--- config.mk ---
export PLATFORM = sky130hd
export DESIGN_NAME = profile_bank
export DESIGN_NICKNAME = d
export VERILOG_FILES = /design/src/rtl/prof_bank_pkg.sv /design/src/rtl/prof_sel_sync.sv /design/src/rtl/prof_buffer_bank.sv /design/src/rtl/prof_active_bank.sv /design/src/rtl/prof_out_select.sv /design/src/rtl/profile_bank.sv
export SDC_FILE = /design/constraint.sdc
export NUM_CORES = 1
export LEC_CHECK = 0
export BUFFER_PORTS_ARGS = -buffer_cell sky130_fd_sc_hd__clkbuf_2
export CAP_MARGIN = 20
export CORE_MARGIN = 2
export CORE_UTILIZATION = 40
export CTS_BUF_LIST = sky130_fd_sc_hd__clkbuf_2
export DETAILED_ROUTE_END_ITERATION = 10
export GPL_TIMING_DRIVEN = 0
export SLEW_MARGIN = 5
export SYNTH_ARGS = -nofsm -noshare
export SYNTH_HDL_FRONTEND = slang
export SYNTH_HIERARCHICAL = 1
export SYNTH_SLANG_ARGS = --single-unit
export TNS_END_PERCENT = 100
--- constraint.sdc ---
create_clock -name clk -period 2.1 [get_ports clk]
set_clock_uncertainty 0.2 [all_clocks]
set_input_delay 0.105 -clock clk [delete_from_list [all_inputs] [get_ports clk]]
set_output_delay 0.105 -clock clk [all_outputs]
set_load 0.05 [all_outputs]
--- src/rtl/prof_bank_pkg.sv ---
// Package: shared field encoding for the profile register bank.
// Assumes: the write port carries a single field-select bit.
package prof_bank_pkg;

    // Which half of a profile a host write targets.
    typedef enum logic {
        FLD_FREQ  = 1'b0,
        FLD_PHASE = 1'b1
    } prof_field_e;

endpackage

--- src/rtl/prof_sel_sync.sv ---
// Module: prof_sel_sync
// Brings the asynchronous profile-select pins into the clock domain through
// two flops. A third flop holds the previous synchronized code, and a
// difference between the two flags a change for exactly one cycle per
// settled transition.
// Assumes: pins are held long enough to be captured (at least two cycles).
module prof_sel_sync #(
    parameter int SEL_W = 3
) (
    input  logic             clk,
    input  logic             rst_n,
    input  logic [SEL_W-1:0] sel_async,
    output logic [SEL_W-1:0] sel_sync,
    output logic             sel_change
);

    logic [SEL_W-1:0] meta_q;
    logic [SEL_W-1:0] sync_q;
    logic [SEL_W-1:0] prev_q;

    // Purpose: two-stage synchronizer plus history flop for change detection.
    always_ff @(posedge clk) begin
        if (!rst_n) begin
            meta_q <= '0;
            sync_q <= '0;
            prev_q <= '0;
        end else begin
            meta_q <= sel_async;
            sync_q <= meta_q;
            prev_q <= sync_q;
        end
    end

    // Purpose: expose the settled code and the one-cycle change flag.
    always_comb begin
        sel_sync   = sync_q;
        sel_change = (sync_q != prev_q);
    end

    // a change flag cannot repeat on the next cycle without a new pin value.
    p_change_once_r3: assert property (@(posedge clk) disable iff (!rst_n)
        sel_change && $stable(meta_q) |=> !sel_change);

endmodule

--- src/rtl/prof_buffer_bank.sv ---
// Module: prof_buffer_bank
// Holds the host-visible buffer copy of every profile. A write touches one
// field of one profile. Phase writes keep only the low PHASE_W bits.
// Assumes: NPROF is a power of two so every wr_prof code names a profile.
module prof_buffer_bank
    import prof_bank_pkg::*;
#(
    parameter int NPROF   = 8,
    parameter int FREQ_W  = 32,
    parameter int PHASE_W = 16,
    parameter int SEL_W   = 3
) (
    input  logic                            clk,
    input  logic                            rst_n,
    input  logic                            wr_en,
    input  logic [SEL_W-1:0]                wr_prof,
    input  logic                            wr_field,
    input  logic [FREQ_W-1:0]               wr_data,
    output logic [NPROF-1:0][FREQ_W-1:0]    buf_freq,
    output logic [NPROF-1:0][PHASE_W-1:0]   buf_phase
);

    for (genvar p = 0; p < NPROF; p++) begin : g_prof
        logic hit;

        // Purpose: decode whether this write targets profile p.
        always_comb begin
            hit = wr_en && (wr_prof == SEL_W'(p));
        end

        // Purpose: buffer frequency word of profile p.
        always_ff @(posedge clk) begin
            if (!rst_n) begin
                buf_freq[p] <= '0;
            end else if (hit && (wr_field == FLD_FREQ)) begin
                buf_freq[p] <= wr_data;
            end
        end

        // Purpose: buffer phase offset of profile p, truncated to PHASE_W.
        always_ff @(posedge clk) begin
            if (!rst_n) begin
                buf_phase[p] <= '0;
            end else if (hit && (wr_field == FLD_PHASE)) begin
                buf_phase[p] <= wr_data[PHASE_W-1:0];
            end
        end
    end

    // a frequency write lands in the addressed buffer.
    p_wr_freq_r2: assert property (@(posedge clk) disable iff (!rst_n)
        wr_en && (wr_field == FLD_FREQ) |=> buf_freq[$past(wr_prof)] == $past(wr_data));

    // a phase write keeps the low bits and leaves the frequency alone.
    p_wr_phase_r7: assert property (@(posedge clk) disable iff (!rst_n)
        wr_en && (wr_field == FLD_PHASE) |=>
            buf_phase[$past(wr_prof)] == $past(wr_data[PHASE_W-1:0]) &&
            $stable(buf_freq));

endmodule

--- src/rtl/prof_active_bank.sv ---
// Module: prof_active_bank
// The active copy of all profiles. On a transfer pulse, every profile is
// loaded from the buffer bank in the same cycle. Otherwise it holds.
// Assumes: the transfer pulse is already in the clock domain.
module prof_active_bank #(
    parameter int NPROF   = 8,
    parameter int FREQ_W  = 32,
    parameter int PHASE_W = 16
) (
    input  logic                            clk,
    input  logic                            rst_n,
    input  logic                            xfer,
    input  logic [NPROF-1:0][FREQ_W-1:0]    buf_freq,
    input  logic [NPROF-1:0][PHASE_W-1:0]   buf_phase,
    output logic [NPROF-1:0][FREQ_W-1:0]    act_freq,
    output logic [NPROF-1:0][PHASE_W-1:0]   act_phase
);

    for (genvar p = 0; p < NPROF; p++) begin : g_prof
        // Purpose: load profile p from its buffer on a transfer.
        always_ff @(posedge clk) begin
            if (!rst_n) begin
                act_freq[p]  <= '0;
                act_phase[p] <= '0;
            end else if (xfer) begin
                act_freq[p]  <= buf_freq[p];
                act_phase[p] <= buf_phase[p];
            end
        end
    end

    // a transfer captures the whole buffer bank.
    p_copy_all_r4: assert property (@(posedge clk) disable iff (!rst_n)
        xfer |=> act_freq == $past(buf_freq) && act_phase == $past(buf_phase));

    // without a transfer the active bank holds.
    p_hold_r8: assert property (@(posedge clk) disable iff (!rst_n)
        !xfer |=> $stable(act_freq) && $stable(act_phase));

endmodule

--- src/rtl/prof_out_select.sv ---
// Module: prof_out_select
// Registers the presented profile index on each transfer and steers the
// matching active entry to the outputs.
// Assumes: sel_sync is the settled select code in the clock domain.
module prof_out_select #(
    parameter int NPROF   = 8,
    parameter int FREQ_W  = 32,
    parameter int PHASE_W = 16,
    parameter int SEL_W   = 3
) (
    input  logic                            clk,
    input  logic                            rst_n,
    input  logic                            xfer,
    input  logic [SEL_W-1:0]                sel_sync,
    input  logic [NPROF-1:0][FREQ_W-1:0]    act_freq,
    input  logic [NPROF-1:0][PHASE_W-1:0]   act_phase,
    output logic [SEL_W-1:0]                cur_idx,
    output logic [FREQ_W-1:0]               out_freq,
    output logic [PHASE_W-1:0]              out_phase
);

    // Purpose: adopt the settled select code on each transfer.
    always_ff @(posedge clk) begin
        if (!rst_n) begin
            cur_idx <= '0;
        end else if (xfer) begin
            cur_idx <= sel_sync;
        end
    end

    // Purpose: steer the chosen active profile to the outputs.
    always_comb begin
        out_freq  = act_freq[cur_idx];
        out_phase = act_phase[cur_idx];
    end

    // the index tracks the settled select code after a transfer.
    p_idx_follow_r3: assert property (@(posedge clk) disable iff (!rst_n)
        xfer |=> cur_idx == $past(sel_sync));

    // the index holds between transfers.
    p_idx_hold_r8: assert property (@(posedge clk) disable iff (!rst_n)
        !xfer |=> $stable(cur_idx));

endmodule

--- src/rtl/profile_bank.sv ---
// Module: profile_bank (top)
// Eight-entry double-buffered frequency/phase profile store. Host writes go
// to buffers. A select-pin change or an update strobe commits all buffers
// to the active bank, and the selected active entry drives the outputs.
// Assumes: clk is the sync clock of the synthesis core; reset is synchronous.
module profile_bank #(
    parameter int NPROF   = 8,
    parameter int FREQ_W  = 32,
    parameter int PHASE_W = 16
) (
    input  logic                       clk,
    input  logic                       rst_n,
    input  logic                       wr_en,
    input  logic [$clog2(NPROF)-1:0]   wr_prof,
    input  logic                       wr_field,
    input  logic [FREQ_W-1:0]          wr_data,
    input  logic                       upd_strobe,
    input  logic [$clog2(NPROF)-1:0]   sel_pins,
    output logic [FREQ_W-1:0]          act_freq,
    output logic [PHASE_W-1:0]         act_phase,
    output logic [$clog2(NPROF)-1:0]   act_prof
);

    localparam int SEL_W = $clog2(NPROF);

    logic [SEL_W-1:0]                 sel_sync;
    logic                             sel_change;
    logic                             xfer;
    logic [NPROF-1:0][FREQ_W-1:0]     buf_freq;
    logic [NPROF-1:0][PHASE_W-1:0]    buf_phase;
    logic [NPROF-1:0][FREQ_W-1:0]     bank_freq;
    logic [NPROF-1:0][PHASE_W-1:0]    bank_phase;

    prof_sel_sync #(.SEL_W(SEL_W)) u_sync (
        .clk        (clk),
        .rst_n      (rst_n),
        .sel_async  (sel_pins),
        .sel_sync   (sel_sync),
        .sel_change (sel_change)
    );

    // Purpose: merge the two transfer sources.
    always_comb begin
        xfer = sel_change | upd_strobe;
    end

    prof_buffer_bank #(
        .NPROF(NPROF), .FREQ_W(FREQ_W), .PHASE_W(PHASE_W), .SEL_W(SEL_W)
    ) u_buf (
        .clk       (clk),
        .rst_n     (rst_n),
        .wr_en     (wr_en),
        .wr_prof   (wr_prof),
        .wr_field  (wr_field),
        .wr_data   (wr_data),
        .buf_freq  (buf_freq),
        .buf_phase (buf_phase)
    );

    prof_active_bank #(
        .NPROF(NPROF), .FREQ_W(FREQ_W), .PHASE_W(PHASE_W)
    ) u_act (
        .clk       (clk),
        .rst_n     (rst_n),
        .xfer      (xfer),
        .buf_freq  (buf_freq),
        .buf_phase (buf_phase),
        .act_freq  (bank_freq),
        .act_phase (bank_phase)
    );

    prof_out_select #(
        .NPROF(NPROF), .FREQ_W(FREQ_W), .PHASE_W(PHASE_W), .SEL_W(SEL_W)
    ) u_sel (
        .clk       (clk),
        .rst_n     (rst_n),
        .xfer      (xfer),
        .sel_sync  (sel_sync),
        .act_freq  (bank_freq),
        .act_phase (bank_phase),
        .cur_idx   (act_prof),
        .out_freq  (act_freq),
        .out_phase (act_phase)
    );

    // reset clears the presented profile.
    p_reset_clear_r1: assert property (@(posedge clk)
        !rst_n |=> act_freq == '0 && act_phase == '0 && act_prof == '0);

    // a strobe with steady pins commits buffers but keeps the index.
    p_strobe_r5: assert property (@(posedge clk) disable iff (!rst_n)
        upd_strobe && !sel_change |=> act_prof == $past(act_prof) &&
            bank_freq == $past(buf_freq));

    // a write on a transfer edge is not seen by the active bank.
    p_wr_on_xfer_r6: assert property (@(posedge clk) disable iff (!rst_n)
        xfer && wr_en |=> bank_phase == $past(buf_phase));

endmodule

Word level (Yosys, flattened, before mapping)
Cells that the tools add are included.
- bits of input ports: 43
- output and inout port bits: 51
- register bits after elaboration: 780
- $lt $le $gt $ge: 1
- bitwise logic cells: 2
- eq/ne operators: 8
- multiplexer cells: 4
- reductions and logical operators: 25
- operator list (cell ; count):
    binary-select mux 32 bit (select 3 bit) ; 1
    binary-select mux 16 bit (select 3 bit) ; 1
    two-way mux 32 bit ; 1
    logical AND 1 bit ; 24
    two-way mux 16 bit ; 1
    equality test 3 bit, second input constant ; 4
    equality test 3 x 2 -> 1 bit, second input constant ; 2
    < comparator 3 x 4 -> 1 bit, second input constant ; 1
    equality test 3 x 1 -> 1 bit, second input constant ; 1
    logical NOT 3 bit ; 1
    != test 3 bit ; 1
    inverter 1 bit ; 1
    bitwise OR 1 bit ; 1

Longest topological paths before layout
- depth in word-level cells: 3
- mapped depth: 8
- mapped depth without buffers: 5

Cells and area by module
The synthesis kept the hierarchy.
- by module, submodules not included (module ; instances ; area each (um2) ; cells each):
    prof_active_bank ; 1 ; 14898.0 ; 1238
    prof_buffer_bank ; 1 ; 13914.6 ; 1312
    prof_out_select ; 1 ; 3100.5 ; 180
    prof_sel_sync ; 1 ; 267.8 ; 22
    profile_bank ; 1 ; 6.3 ; 1

Least setup slack after synthesis
Ideal clock, no wire load.
- path kind: reg2out
- start point: register u_sel.cur_idx[0]
- end point: output port act_freq[17]
- slack: -234 ps
- data arrival time: 2029 ps
- cell stages (with the launch flop): 5
- path through: dfxtp_1 > buf_6 > buf_2 > mux4_1 > mux2_4
- word-level cells in the longest chain between the ends: 2
- ends and longest elaborated chain (element ; RTL line ; RTL):
    start: declaration ; prof_out_select.sv:17 ; output logic [SEL_W-1:0] cur_idx,
    start signal: assignment ; prof_out_select.sv:27 ; cur_idx <= sel_sync;
    binary-select mux 32 bit (select 3 bit) ; prof_out_select.sv:33 ; out_freq = act_freq[cur_idx];
    two-way mux 32 bit (not written as such) ; prof_out_select.sv:33 ;
    end: declaration ; profile_bank.sv:19 ; output logic [FREQ_W-1:0] act_freq,
No other way between the ends. The select of a mux whose other input is x is not followed.

Worst setup path in the final report
- start point: register u_sel.cur_idx[0]
- end point: output port act_phase[5]
- word-level cells in the longest chain between the ends: 2
- ends and longest elaborated chain (element ; RTL line ; RTL):
    binary-select mux 16 bit (select 3 bit) ; prof_out_select.sv:34 ; out_phase = act_phase[cur_idx];
    two-way mux 16 bit (not written as such) ; prof_out_select.sv:34 ;
    end: declaration ; profile_bank.sv:20 ; output logic [PHASE_W-1:0] act_phase,
No other way between the ends. The select of a mux whose other input is x is not followed.

==> results.sh <==
export IMPL_outcome="finished, violations left"
export IMPL_violations="negative setup slack"
export IMPL_grt_max_degree=17
export IMPL_required_ns=1.79
export IMPL_drcViolationCount=0
export IMPL_finalPower_mw=27.6
export IMPL_clk_path_buf_depth=3
export IMPL_crit_chain="buf_12, buf_16, buf_12, mux4_2, mux2_4, buf_8"
export IMPL_maxCapViolations=0
export IMPL_crit_fanout=7
export IMPL_finalSetupViolCount=51
export IMPL_startpoint_type="flop"
export IMPL_die_x_um=288
export IMPL_endpoint_kind="output port"
export IMPL_coreArea_sq_um=80200
export IMPL_synth_yosys_warnings=6
export IMPL_ir_drop_v=0.000420
export IMPL_routedWlPerCell_um=22.2
export IMPL_grt_setup_unrepaired="true"
export IMPL_antenna_found_initial=5
export IMPL_slew_violations=0
export IMPL_clk_latency_ns=1.44
export IMPL_period_needed_ns=3.61
export IMPL_path_class="flop to output port"
export IMPL_synthCells=2753
export IMPL_power_density_nw_per_um2=731
export IMPL_finalHoldViolCount=0
export IMPL_grt_pass1_wl_um=143000
export IMPL_dieArea_sq_um=82800
export IMPL_cp_slowest_cell="mux4_2"
export IMPL_fin_crit_sh=1.72
export IMPL_syn_nets=2796
export IMPL_cts_buffers=195
export IMPL_rows=104
export IMPL_dr_total_vias=22100
export IMPL_netlist_area_sq_um=32200
export IMPL_ys_seq_area_frac=0.485
export IMPL_avgSynthCellArea_sq_um=11.7
export IMPL_fmax_mhz=277
export IMPL_ios=94
export IMPL_hold_path_class="input port to flop"
export IMPL_dpl_worst_slack_ns=-1.22
export IMPL_grt_pass1_vias=22900
export IMPL_worst_pin_slew_ns=1.02
export IMPL_synth_seq_cells=780
export IMPL_drt_wl_total_um=97200
export IMPL_layout_setup_ws_ns=-1.51
export IMPL_syn_to_final_growth_pct=17.5
export IMPL_drtIter0Drc=1248
export IMPL_leakagePower_nw=16.3
export IMPL_slowest_delay_ns=0.57
export IMPL_port_buffers=90
export IMPL_initial_core_util=0.402
export IMPL_utilization=0.472
export IMPL_cts_root_buffer="clkbuf_2"
export IMPL_fin_nets=3210
export IMPL_cts_htree_levels=4
export IMPL_ys_types=30
export IMPL_clkSinkCount=780
export IMPL_drive_above_1_share=0.210
export IMPL_die_y_um=288
export IMPL_cts_tree="done"
export IMPL_place_gp_congestion=0.844
export IMPL_worst_ep_arrival_time_ns=3.30
export IMPL_max_slew_margin=0.320
export IMPL_postRouteAntennaNets=0
export IMPL_post_dp_hpwl_um=65400
export IMPL_first_pass_iters=5
export IMPL_grt_overflow=0
export IMPL_crit_path_frequent_cell="buf_12"
export IMPL_cts_clk_slew_worst_paths_ns=0.09
export IMPL_grtUsageTotal=0.234
export IMPL_vias_per_cell=5.05
==> power by group <==
group | internal, mW | switching [mW]
clock | 3.61 | 6.26
combinational | 1.18 | 1.55
sequential | 14.9 | 0.0868
total | 19.7 | 7.90
==> stage by stage <==
| step | hold slack (ns) | setup TNS [ns] | std cells | cell area (sq um) |
|---|---|---|---|---|
| CTS | 0.00594 | -182.05 | 4362 | 37600 |
| detailed placement | 0.114 | -254.34 | 3904 | 34000 |
| global route | -0.0323 | -76.78 | 4369 | 37800 |
| global placement | 0.114 | -229.01 | 3903 | 34000 |
| finish | 0.0875 | -69.14 | 4370 | 37800 |
| floorplan | 0.0267 | -1.34 | 2753 | 32200 |
==> registers in the layout, indices dropped and copies added, names as in the netlist <==
signal	cells
u_act/act_freq	256
u_buf/buf_freq	256
u_act/act_phase	128
u_buf/buf_phase	128
u_sel/cur_idx	3
u_sync/meta_q	3
u_sync/prev_q	3
u_sync/sel_sync	3
==> cells in the mapped netlist <==
cell type	n	area share
nor3b_2	1	0.00039
or3_1	2	0.00039
and2_1	9	0.0017
nand2_1	418	0.049
xnor2_1	3	0.00082
buf_12	38	0.024
mux2_2	19	0.0066
mux4_1	3	0.0024
nor3_4	3	0.0015
nand2_4	1	0.00035
mux4_2	93	0.065
buf_1	5	0.00058
nor3b_1	1	0.00023
buf_8	8	0.0037
nor2b_1	387	0.075
buf_6	15	0.0052
nor2_2	6	0.0012
buf_4	20	0.0047
clkbuf_1	105	0.012
nand2b_1	4	0.00078
or2_1	1	0.00019
mux2_4	29	0.014
nand3b_1	2	0.00047
dfxtp_1	780	0.49
nor2_1	1	0.00012
mux2i_1	771	0.24
nand3_1	2	0.00031
buf_2	23	0.0036
nand3_2	2	0.00062
nor4_4	1	0.00066
==> per-layer routing <==
| layer | track usage | vias up | wire [um] |
|---|---|---|---|
| li1 | - | 10300 | - |
| met2 | 0.390 | 632 | 46100 |
| met1 | 0.304 | 11000 | 43100 |
| met3 | 0.0409 | 165 | 5190 |
| met5 | 0 | - | 0 |
| met4 | 0.0880 | 0 | 2820 |
==> final timing paths <==
kind	startpoint	endpoint	slack, ns	cells after the start
max	u_sel/cur_idx[0]	act_phase[5]	-1.51	6
min	wr_field	u_buf/buf_freq[63]	0.09	5
max reg2reg	u_sync/sel_sync[1]	u_act/act_phase[9]	0.12	8
min reg2reg	u_buf/buf_freq[45]	u_act/act_freq[45]	0.24	2
==> repair_timing <==
action                     CTS  global route
gates resized for setup    161            79
setup endpoints to repair   52           558
gates cloned                 5             2
setup buffers               11             2
hold buffers               107             5
pin swaps                    0             0
hold endpoints to repair   780           267
==> cells by family (layout without fill, tap and decap cells) <==
logic type,Yosys count,in the layout,share of synthesized area
multiplexers,915,915,0.327
AND/OR/NAND/NOR,841,841,0.133
flip-flops,780,780,0.485
buffers and inverters,214,766,0.0537
XOR/XNOR,3,3,0.000816
other,0,5,0
==> worst max-delay path: cells and delay by family, from the launching register on <==
| family | cells | cell delay, ns |
|---|---|---|
| multiplexers | 2 | 0.89 |
| buffers and inverters | 4 | 0.65 |
| flip-flops | 1 | 0.37 |
==> placed cells by master (no fill, tap or decap), types with 3 or more instances in the layout <==
| master | count |
|---|---|
| buf_6 | 28 |
| xnor2_1 | 3 |
| mux2_4 | 38 |
| clkbuf_1 | 89 |
| mux2_2 | 10 |
| dfxtp_4 | 3 |
| clkbuf_8 | 6 |
| inv_6 | 3 |
| clkbuf_4 | 5 |
| nor2b_1 | 387 |
| clkinv_4 | 4 |
| buf_8 | 28 |
| buf_16 | 7 |
| buf_2 | 20 |
| buf_1 | 4 |
| diode_2 | 5 |
| nand2b_1 | 4 |
| buf_12 | 50 |
| mux2i_1 | 771 |
| nand2_1 | 417 |
| dlygate4sd3_1 | 106 |
| mux4_2 | 95 |
| clkinv_1 | 37 |
| nor2_2 | 6 |
| dfxtp_1 | 775 |
| nor3_4 | 3 |
| clkbuf_2 | 329 |
| clkbuf_16 | 11 |
| and2_1 | 9 |
| buf_4 | 27 |
| clkinvlp_4 | 5 |
| clkinv_2 | 4 |
==> area by class of cell <==
class | instances | area [sq um]
fill | 7434 | 42400
sequential | 780 | 15600
multi-input combinational | 1759 | 14900
timing repair buffer | 217 | 2360
buffer | 214 | 1940
clock buffer | 280 | 1400
tap | 1060 | 1330
clock inverter | 55 | 265
antenna | 5 | 12.5
Note: power is estimated with default switching activity, not from simulation.
